**src/rtl/cct_pkg.sv**
```systemverilog
package cct_pkg;

  typedef enum logic [1:0] {
    OM_TOGGLE = 2'd0,
    OM_BURST  = 2'd1,
    OM_MANCH  = 2'd2,
    OM_PWM    = 2'd3
  } outMode_e;

  // Strobes from the control to the counter datapath and modulator
  typedef struct packed {
    logic hold;     // counter forced to zero
    logic advance;  // counter steps this edge
    logic clrEn;    // match restarts the counter
    logic startEv;  // first running edge
    logic matchEv;  // qualified compare event
  } strobes_t;

endpackage

```
**src/rtl/cct_counter.sv**
```systemverilog
module cct_counter
  import cct_pkg::*;
#(
  parameter int LO_W = 4,
  parameter int HI_W = 8
) (
  input  logic            clk,
  input  logic            rstN,
  input  strobes_t        stb,
  input  logic            preMode,
  input  logic [LO_W-1:0] cmpLo,
  input  logic [HI_W-1:0] cmpHi,
  output logic            matchHit,
  output logic            pwmLevel
);

  localparam int CNT_W = LO_W + HI_W;

  logic [LO_W-1:0]  loCnt;
  logic [HI_W-1:0]  hiCnt;
  logic [CNT_W-1:0] fullCnt;
  logic [CNT_W-1:0] fullCmp;
  logic             preTick;

  assign fullCnt = {hiCnt, loCnt};
  assign fullCmp = {cmpHi, cmpLo};
  // A zero low compare makes preTick true on every edge: bypass for free
  assign preTick = (loCnt == cmpLo);

  always_comb begin
    if (preMode) begin
      matchHit = preTick && (hiCnt == cmpHi);
      pwmLevel = stb.advance && (hiCnt < cmpHi);
    end else begin
      matchHit = (fullCnt == fullCmp);
      pwmLevel = stb.advance && (fullCnt < fullCmp);
    end
  end

  always_ff @(posedge clk or negedge rstN) begin
    if (!rstN) begin
      loCnt <= '0;
      hiCnt <= '0;
    end else if (stb.hold) begin
      loCnt <= '0;
      hiCnt <= '0;
    end else if (stb.advance) begin
      if (preMode) begin
        if (preTick) begin
          loCnt <= '0;
          hiCnt <= (matchHit && stb.clrEn) ? '0 : hiCnt + 1'b1;
        end else begin
          loCnt <= loCnt + 1'b1;
        end
      end else begin
        if (matchHit && stb.clrEn) {hiCnt, loCnt} <= '0;
        else                       {hiCnt, loCnt} <= fullCnt + 1'b1;
      end
    end
  end

  // a clearing match leaves both stages at zero
  a_r1_clear_on_match: assert property (@(posedge clk) disable iff (!rstN)
    $past(rstN) && $past(stb.advance && matchHit && stb.clrEn) |-> (fullCnt == '0));

  // a stopped timer always restarts from zero
  a_r9_hold_zero: assert property (@(posedge clk) disable iff (!rstN)
    $past(rstN) && $past(stb.hold) |-> (fullCnt == '0));

endmodule

```
**src/rtl/cct_ctrl.sv**
```systemverilog
module cct_ctrl
  import cct_pkg::*;
(
  input  logic     clk,
  input  logic     rstN,
  input  logic     run,
  input  outMode_e outMode,
  input  logic     clrOnMatch,
  input  logic     irqMask,
  input  logic     matchHit,
  output strobes_t stb,
  output logic     matchIrq,
  output logic     baudTick
);

  logic runQ;

  always_comb begin
    stb.hold    = !run;
    stb.advance = run;
    stb.clrEn   = clrOnMatch && (outMode != OM_PWM);
    stb.startEv = run && !runQ;
    stb.matchEv = run && matchHit;
  end

  always_ff @(posedge clk or negedge rstN) begin
    if (!rstN) begin
      runQ     <= 1'b0;
      matchIrq <= 1'b0;
      baudTick <= 1'b0;
    end else begin
      runQ     <= run;
      matchIrq <= stb.matchEv && irqMask;
      baudTick <= stb.matchEv;
    end
  end

  // a masked edge never yields an interrupt
  a_r10_irq_masked: assert property (@(posedge clk) disable iff (!rstN)
    $past(rstN) && !$past(irqMask) |-> !matchIrq);

  // every interrupt pulse coincides with a tick
  a_r10_irq_with_tick: assert property (@(posedge clk) disable iff (!rstN)
    matchIrq |-> baudTick);

endmodule

```
**src/rtl/cct_modulator.sv**
```systemverilog
module cct_modulator
  import cct_pkg::*;
(
  input  logic       clk,
  input  logic       rstN,
  input  strobes_t   stb,
  input  outMode_e   outMode,
  input  logic [1:0] dutySel,
  input  logic       toggleOnStart,
  input  logic       serData,
  input  logic       pwmLevel,
  output logic       timerOut
);

  logic       outFf;
  logic [1:0] dcgPhase;
  logic [1:0] dcgLast;
  logic       halfSel;
  logic       bitReg;
  logic       startFlip;
  logic       matchFlip;

  always_comb begin
    case (dutySel)
      2'd1:    dcgLast = 2'd2;  // one third
      2'd2:    dcgLast = 2'd3;  // one quarter
      default: dcgLast = 2'd1;  // half
    endcase
  end

  assign startFlip = stb.startEv && toggleOnStart;
  assign matchFlip = stb.matchEv && (outMode == OM_TOGGLE);

  always_ff @(posedge clk or negedge rstN) begin
    if (!rstN) outFf <= 1'b0;
    else       outFf <= outFf ^ startFlip ^ matchFlip;
  end

  always_ff @(posedge clk or negedge rstN) begin
    if (!rstN) begin
      dcgPhase <= '0;
    end else if (stb.startEv) begin
      dcgPhase <= '0;
    end else if (stb.matchEv) begin
      dcgPhase <= (dcgPhase >= dcgLast) ? 2'd0 : dcgPhase + 2'd1;
    end
  end

  always_ff @(posedge clk or negedge rstN) begin
    if (!rstN) begin
      halfSel <= 1'b0;
      bitReg  <= 1'b0;
    end else if (stb.startEv) begin
      halfSel <= 1'b0;
      bitReg  <= serData;
    end else if (stb.matchEv) begin
      halfSel <= !halfSel;
      if (halfSel) bitReg <= serData;
    end
  end

  always_comb begin
    case (outMode)
      OM_TOGGLE: timerOut = outFf;
      OM_BURST:  timerOut = outFf && (dcgPhase == 2'd0);
      OM_MANCH:  timerOut = bitReg ^ halfSel;
      default:   timerOut = pwmLevel;
    endcase
  end

  // a lone start flip inverts the flip-flop
  a_r5_start_flip: assert property (@(posedge clk) disable iff (!rstN)
    $past(rstN) && $past(startFlip && !matchFlip) |-> (outFf != $past(outFf)));

  // the generator phase only moves on a match or a start
  a_r6_phase_still: assert property (@(posedge clk) disable iff (!rstN)
    $past(rstN) && $past(!stb.startEv && !stb.matchEv) |-> $stable(dcgPhase));

  // each match inside a run swaps the half-bit
  a_r8_half_swap: assert property (@(posedge clk) disable iff (!rstN)
    $past(rstN) && $past(stb.matchEv && !stb.startEv) |-> (halfSel != $past(halfSel)));

endmodule

```
**src/rtl/cascade_cmp_timer.sv**
```systemverilog
module cascade_cmp_timer
  import cct_pkg::*;
#(
  parameter int LO_W = 4,
  parameter int HI_W = 8
) (
  input  logic            clk,
  input  logic            rstN,
  input  logic            run,
  input  logic            cntMode,
  input  logic [1:0]      outMode,
  input  logic [1:0]      dutySel,
  input  logic [LO_W-1:0] cmpLo,
  input  logic [HI_W-1:0] cmpHi,
  input  logic            clrOnMatch,
  input  logic            irqMask,
  input  logic            toggleOnStart,
  input  logic            serData,
  output logic            timerOut,
  output logic            matchIrq,
  output logic            baudTick
);

  strobes_t stb;
  outMode_e modeSel;
  logic     matchHit;
  logic     pwmLevel;

  assign modeSel = outMode_e'(outMode);

  cct_ctrl u_ctrl (
    .clk        (clk),
    .rstN       (rstN),
    .run        (run),
    .outMode    (modeSel),
    .clrOnMatch (clrOnMatch),
    .irqMask    (irqMask),
    .matchHit   (matchHit),
    .stb        (stb),
    .matchIrq   (matchIrq),
    .baudTick   (baudTick)
  );

  cct_counter #(.LO_W(LO_W), .HI_W(HI_W)) u_counter (
    .clk      (clk),
    .rstN     (rstN),
    .stb      (stb),
    .preMode  (cntMode),
    .cmpLo    (cmpLo),
    .cmpHi    (cmpHi),
    .matchHit (matchHit),
    .pwmLevel (pwmLevel)
  );

  cct_modulator u_mod (
    .clk           (clk),
    .rstN          (rstN),
    .stb           (stb),
    .outMode       (modeSel),
    .dutySel       (dutySel),
    .toggleOnStart (toggleOnStart),
    .serData       (serData),
    .pwmLevel      (pwmLevel),
    .timerOut      (timerOut)
  );

endmodule

```
**config.mk**
```make
export PLATFORM = sky130hd
export DESIGN_NAME = cascade_cmp_timer
export DESIGN_NICKNAME = d
export VERILOG_FILES = /design/src/rtl/cct_pkg.sv /design/src/rtl/cct_counter.sv /design/src/rtl/cct_ctrl.sv /design/src/rtl/cct_modulator.sv /design/src/rtl/cascade_cmp_timer.sv
export SDC_FILE = /design/constraint.sdc
export NUM_CORES = 1
export LEC_CHECK = 0
export BUFFER_PORTS_ARGS = -buffer_cell sky130_fd_sc_hd__buf_2
export CAP_MARGIN = 20
export CORE_MARGIN = 2
export CORE_UTILIZATION = 25
export CTS_CLUSTER_SIZE = 28
export DETAILED_ROUTE_END_ITERATION = 8
export GPL_TIMING_DRIVEN = 0
export PLACE_DENSITY_LB_ADDON = 0.1
export SETUP_SLACK_MARGIN = 0.3
export SYNTH_ARGS = -nofsm -noshare
export SYNTH_HDL_FRONTEND = slang
export SYNTH_SLANG_ARGS = --single-unit
export TNS_END_PERCENT = 5
```
**constraint.sdc**
```tcl
create_clock -name clk -period 2.4 [get_ports clk]
set_clock_uncertainty 0.1 [all_clocks]
set_input_delay 0.36 -clock clk [delete_from_list [all_inputs] [get_ports clk]]
set_output_delay 0.36 -clock clk [all_outputs]
set_load 0.02 [all_outputs]
```
==> impl_metrics.json <==
{
  "status": "finished clean",
  "fin_nets": 242,
  "clk_latency_ps": 270,
  "cts-root-buf": "clkbuf_8",
  "dr.first_iter.drc_count": 38,
  "finalMaxSlewViolations": 0,
  "cts_buffers": 3,
  "hold_violations": 0,
  "dp_slack_ps": 143.1,
  "grt_max_degree": 21,
  "wl_met3_um": 265,
  "antenna_found_initial": 0,
  "drive_gt1_share_pct": 35.35,
  "setup_slack_ps": 111.2,
  "period_share_pct": 95.37,
  "fp.coreArea_um2": 5540,
  "yosysMostFrequentCell": "dfrtp_1",
  "wire_per_inst_um": 13.59,
  "rsz0062_at_grt": "true",
  "arrival_ps": 1830,
  "synth_top_area_share_pct": 34.60,
  "dr.pass1.iters": 4,
  "vias_per_cell": 4.719,
  "cts.sinks": 20,
  "syn-cell-area_um2": 1446,
  "ys_types": 37,
  "num_rows": 27,
  "ys_warn_count": 0,
  "die-area_um2": 6410,
  "dp_cells": 252,
  "worst_setup_path_end_kind": "output port",
  "synth_edf_count": 0,
  "wl_um": 3670,
  "die_height_um": 80.06,
  "cts_tree": "done",
  "numPortBuffers": 25,
  "synth_top_flop_cell": "dfrtp_1",
  "powerDensity_nw_per_um2": 448.1,
  "routed.top_layer": "met4",
  "nFillCells": 590,
  "synth_seq_area_share_pct": 34.60,
  "htreeDepth": 1,
  "maxCapViolations": 0,
  "ir_drop_mv": 0.2491,
  "power_mw": 0.8763,
  "synth_cells": 155,
  "worstPathRequired_ps": 1940,
  "grt_pass1_vias": 1262,
  "hold_path.class": "in -> reg",
  "drc": 0,
  "async_flop_share_pct": 100.0,
  "setup_viol": 0,
  "gp_congestion": 0.7510,
  "criticalPathCategory": "reg -> out",
  "synth_common_cells": "20 x dfrtp_1, 19 x ha_1, 19 x inv_1",
  "wl_met1_um": 1750,
  "grt_pass1_wl_um": 5920,
  "synth_seq_cells": 20,
  "io_pins": 27,
  "final_antenna_net_count": 0,
  "place_area_um2": 1667,
  "synth_top_cell_by_area": "dfrtp_1",
  "start_kind": "flip-flop",
  "die_w_um": 80.06,
  "diodes": 0,
  "final_area_um2": 1956,
  "synth_area_leaders": "dfrtp_1 35%, ha_1 16%, inv_1 4.9%",
  "syn_to_final_growth_pct": 35.21,
  "post_layout_nonfiller_instances": 270,
  "grt_overflow_total": 0,
  "fin_setup_tns_ps": 0,
  "fmax_mhz": 436.9,
  "vias": 1274,
  "clkSlewWorstSetupHoldPaths_ps": 90,
  "grt.total_usage_pct": 11.93,
  "hpwl_um": 2626,
  "clockBufferDepth": 2,
  "avgSynthCellArea_um2": 9.332,
  "worst_pin_slew_ps": 666.9,
  "p_leak_nw": 0.8706,
  "post-route-min-period_ps": 2289,
  "cp_max_fo": 5,
  "syn_nets": 198,
  "relSlewSlack_pct": 55.24,
  "met2_length_um": 1625,
  "start_util_pct": 26.11
}
-- power breakdown --
part           internal, mW  switching (mW)
sequential            0.358          0.0193
combinational         0.110           0.113
clock                 0.146           0.130
-- routing by layer --
layer | GRT usage, % | up-vias
met5 | 0 | -
li1 | - | 645
met1 | 17.06 | 589
met4 | 3.559 | 0
met2 | 18.25 | 38
met3 | 2.135 | 2
-- cell type report --
class / count / area, um2 / share of cell area (%)
multi-input combinational: 115 / 992.2 / 50.74
sequential: 20 / 506.7 / 25.91
timing repair buffer: 39 / 235.2 / 12.03
tap: 72 / 90.09 / 4.607
inverter: 19 / 71.32 / 3.647
clock buffer: 4 / 55.05 / 2.815
buffer: 1 / 5.005 / 0.2559
-- flip-flops by register name, indices dropped and copies added, names as in the netlist --
register,cells
u_mod.dcgPhase,2
u_ctrl.runQ,1
u_mod.outFf,1
u_counter.hiCnt,8
u_mod.halfSel,1
u_ctrl.matchIrq,1
u_mod.bitReg,1
u_counter.loCnt,4
u_ctrl.baudTick,1
-- worst paths after layout --
check,to,cells after the start,slack [ps],start
worst max-delay path,timerOut,6,110,u_counter.hiCnt[4]$_DFFE_PN0P_
worst min-delay path,u_ctrl.matchIrq$_DFF_PN0_,2,190,irqMask
worst max register to register,u_mod.bitReg$_DFFE_PN0P_,6,220,u_counter.loCnt[0]$_DFF_PN0_
worst min register to register,u_mod.bitReg$_DFFE_PN0P_,1,440,u_mod.bitReg$_DFFE_PN0P_
max in group asynchronous,u_counter.loCnt[3]$_DFF_PN0_,2,1340,rstN
min in group asynchronous,u_ctrl.matchIrq$_DFF_PN0_,2,490,rstN
-- placed cells by master, fill, tap and decap left out, types with 3 or more instances in the layout --
| master | instances |
|---|---|
| xor2_1 | 3 |
| o211ai_1 | 5 |
| buf_4 | 14 |
| nand4_1 | 6 |
| inv_1 | 18 |
| or3_1 | 5 |
| nor2_1 | 10 |
| dfrtp_1 | 15 |
| ha_4 | 8 |
| ha_1 | 11 |
| a21oi_2 | 3 |
| nand3_1 | 4 |
| nand2b_1 | 3 |
| a21oi_1 | 7 |
| o21ai_0 | 9 |
| xnor2_1 | 6 |
| dfrtp_2 | 5 |
| nor2b_1 | 3 |
| nand2_1 | 7 |
| buf_2 | 25 |
| clkbuf_8 | 4 |
-- stage by stage --
stage                     hold slack, ps  util (%)
final                              193.9     35.30
after global routing               200.7     35.30
after CTS                          197.8     33.11
after detailed placement           262.3     30.08
after global placement             255.8     30.08
after floorplan                   -35.59         -
-- logic make-up after synthesis --
| family | count (synthesis) | synth area share (%) |
|---|---|---|
| AOI/OAI and AO/OA | 38 | 16.96 |
| xor gates and xnor gates | 9 | 5.450 |
| buffers and inverters | 20 | 5.277 |
| DFF | 20 | 34.60 |
| adders and majority gates | 19 | 16.44 |
| muxes | 2 | 1.730 |
| and+or+nand+nor | 47 | 19.55 |
-- critical path, stage by stage, from the launching register on --
cell      delay (ps)
dfrtp_2          460
ha_4             280
and4_4           210
o211ai_1         110
a211oi_2         260
o31ai_2           80
buf_4            160
-- what timing repair did --
item | CTS | global route
hold endpoints to repair | 20 | 0
pin swaps | 1 | 2
hold buffers | 1 | 0
resized for setup | 11 | 9
endpoints found under the setup margin | 5 | 14
buffers inserted | 6 | 7
No activity file was read; power rests on OpenSTA's default activity.
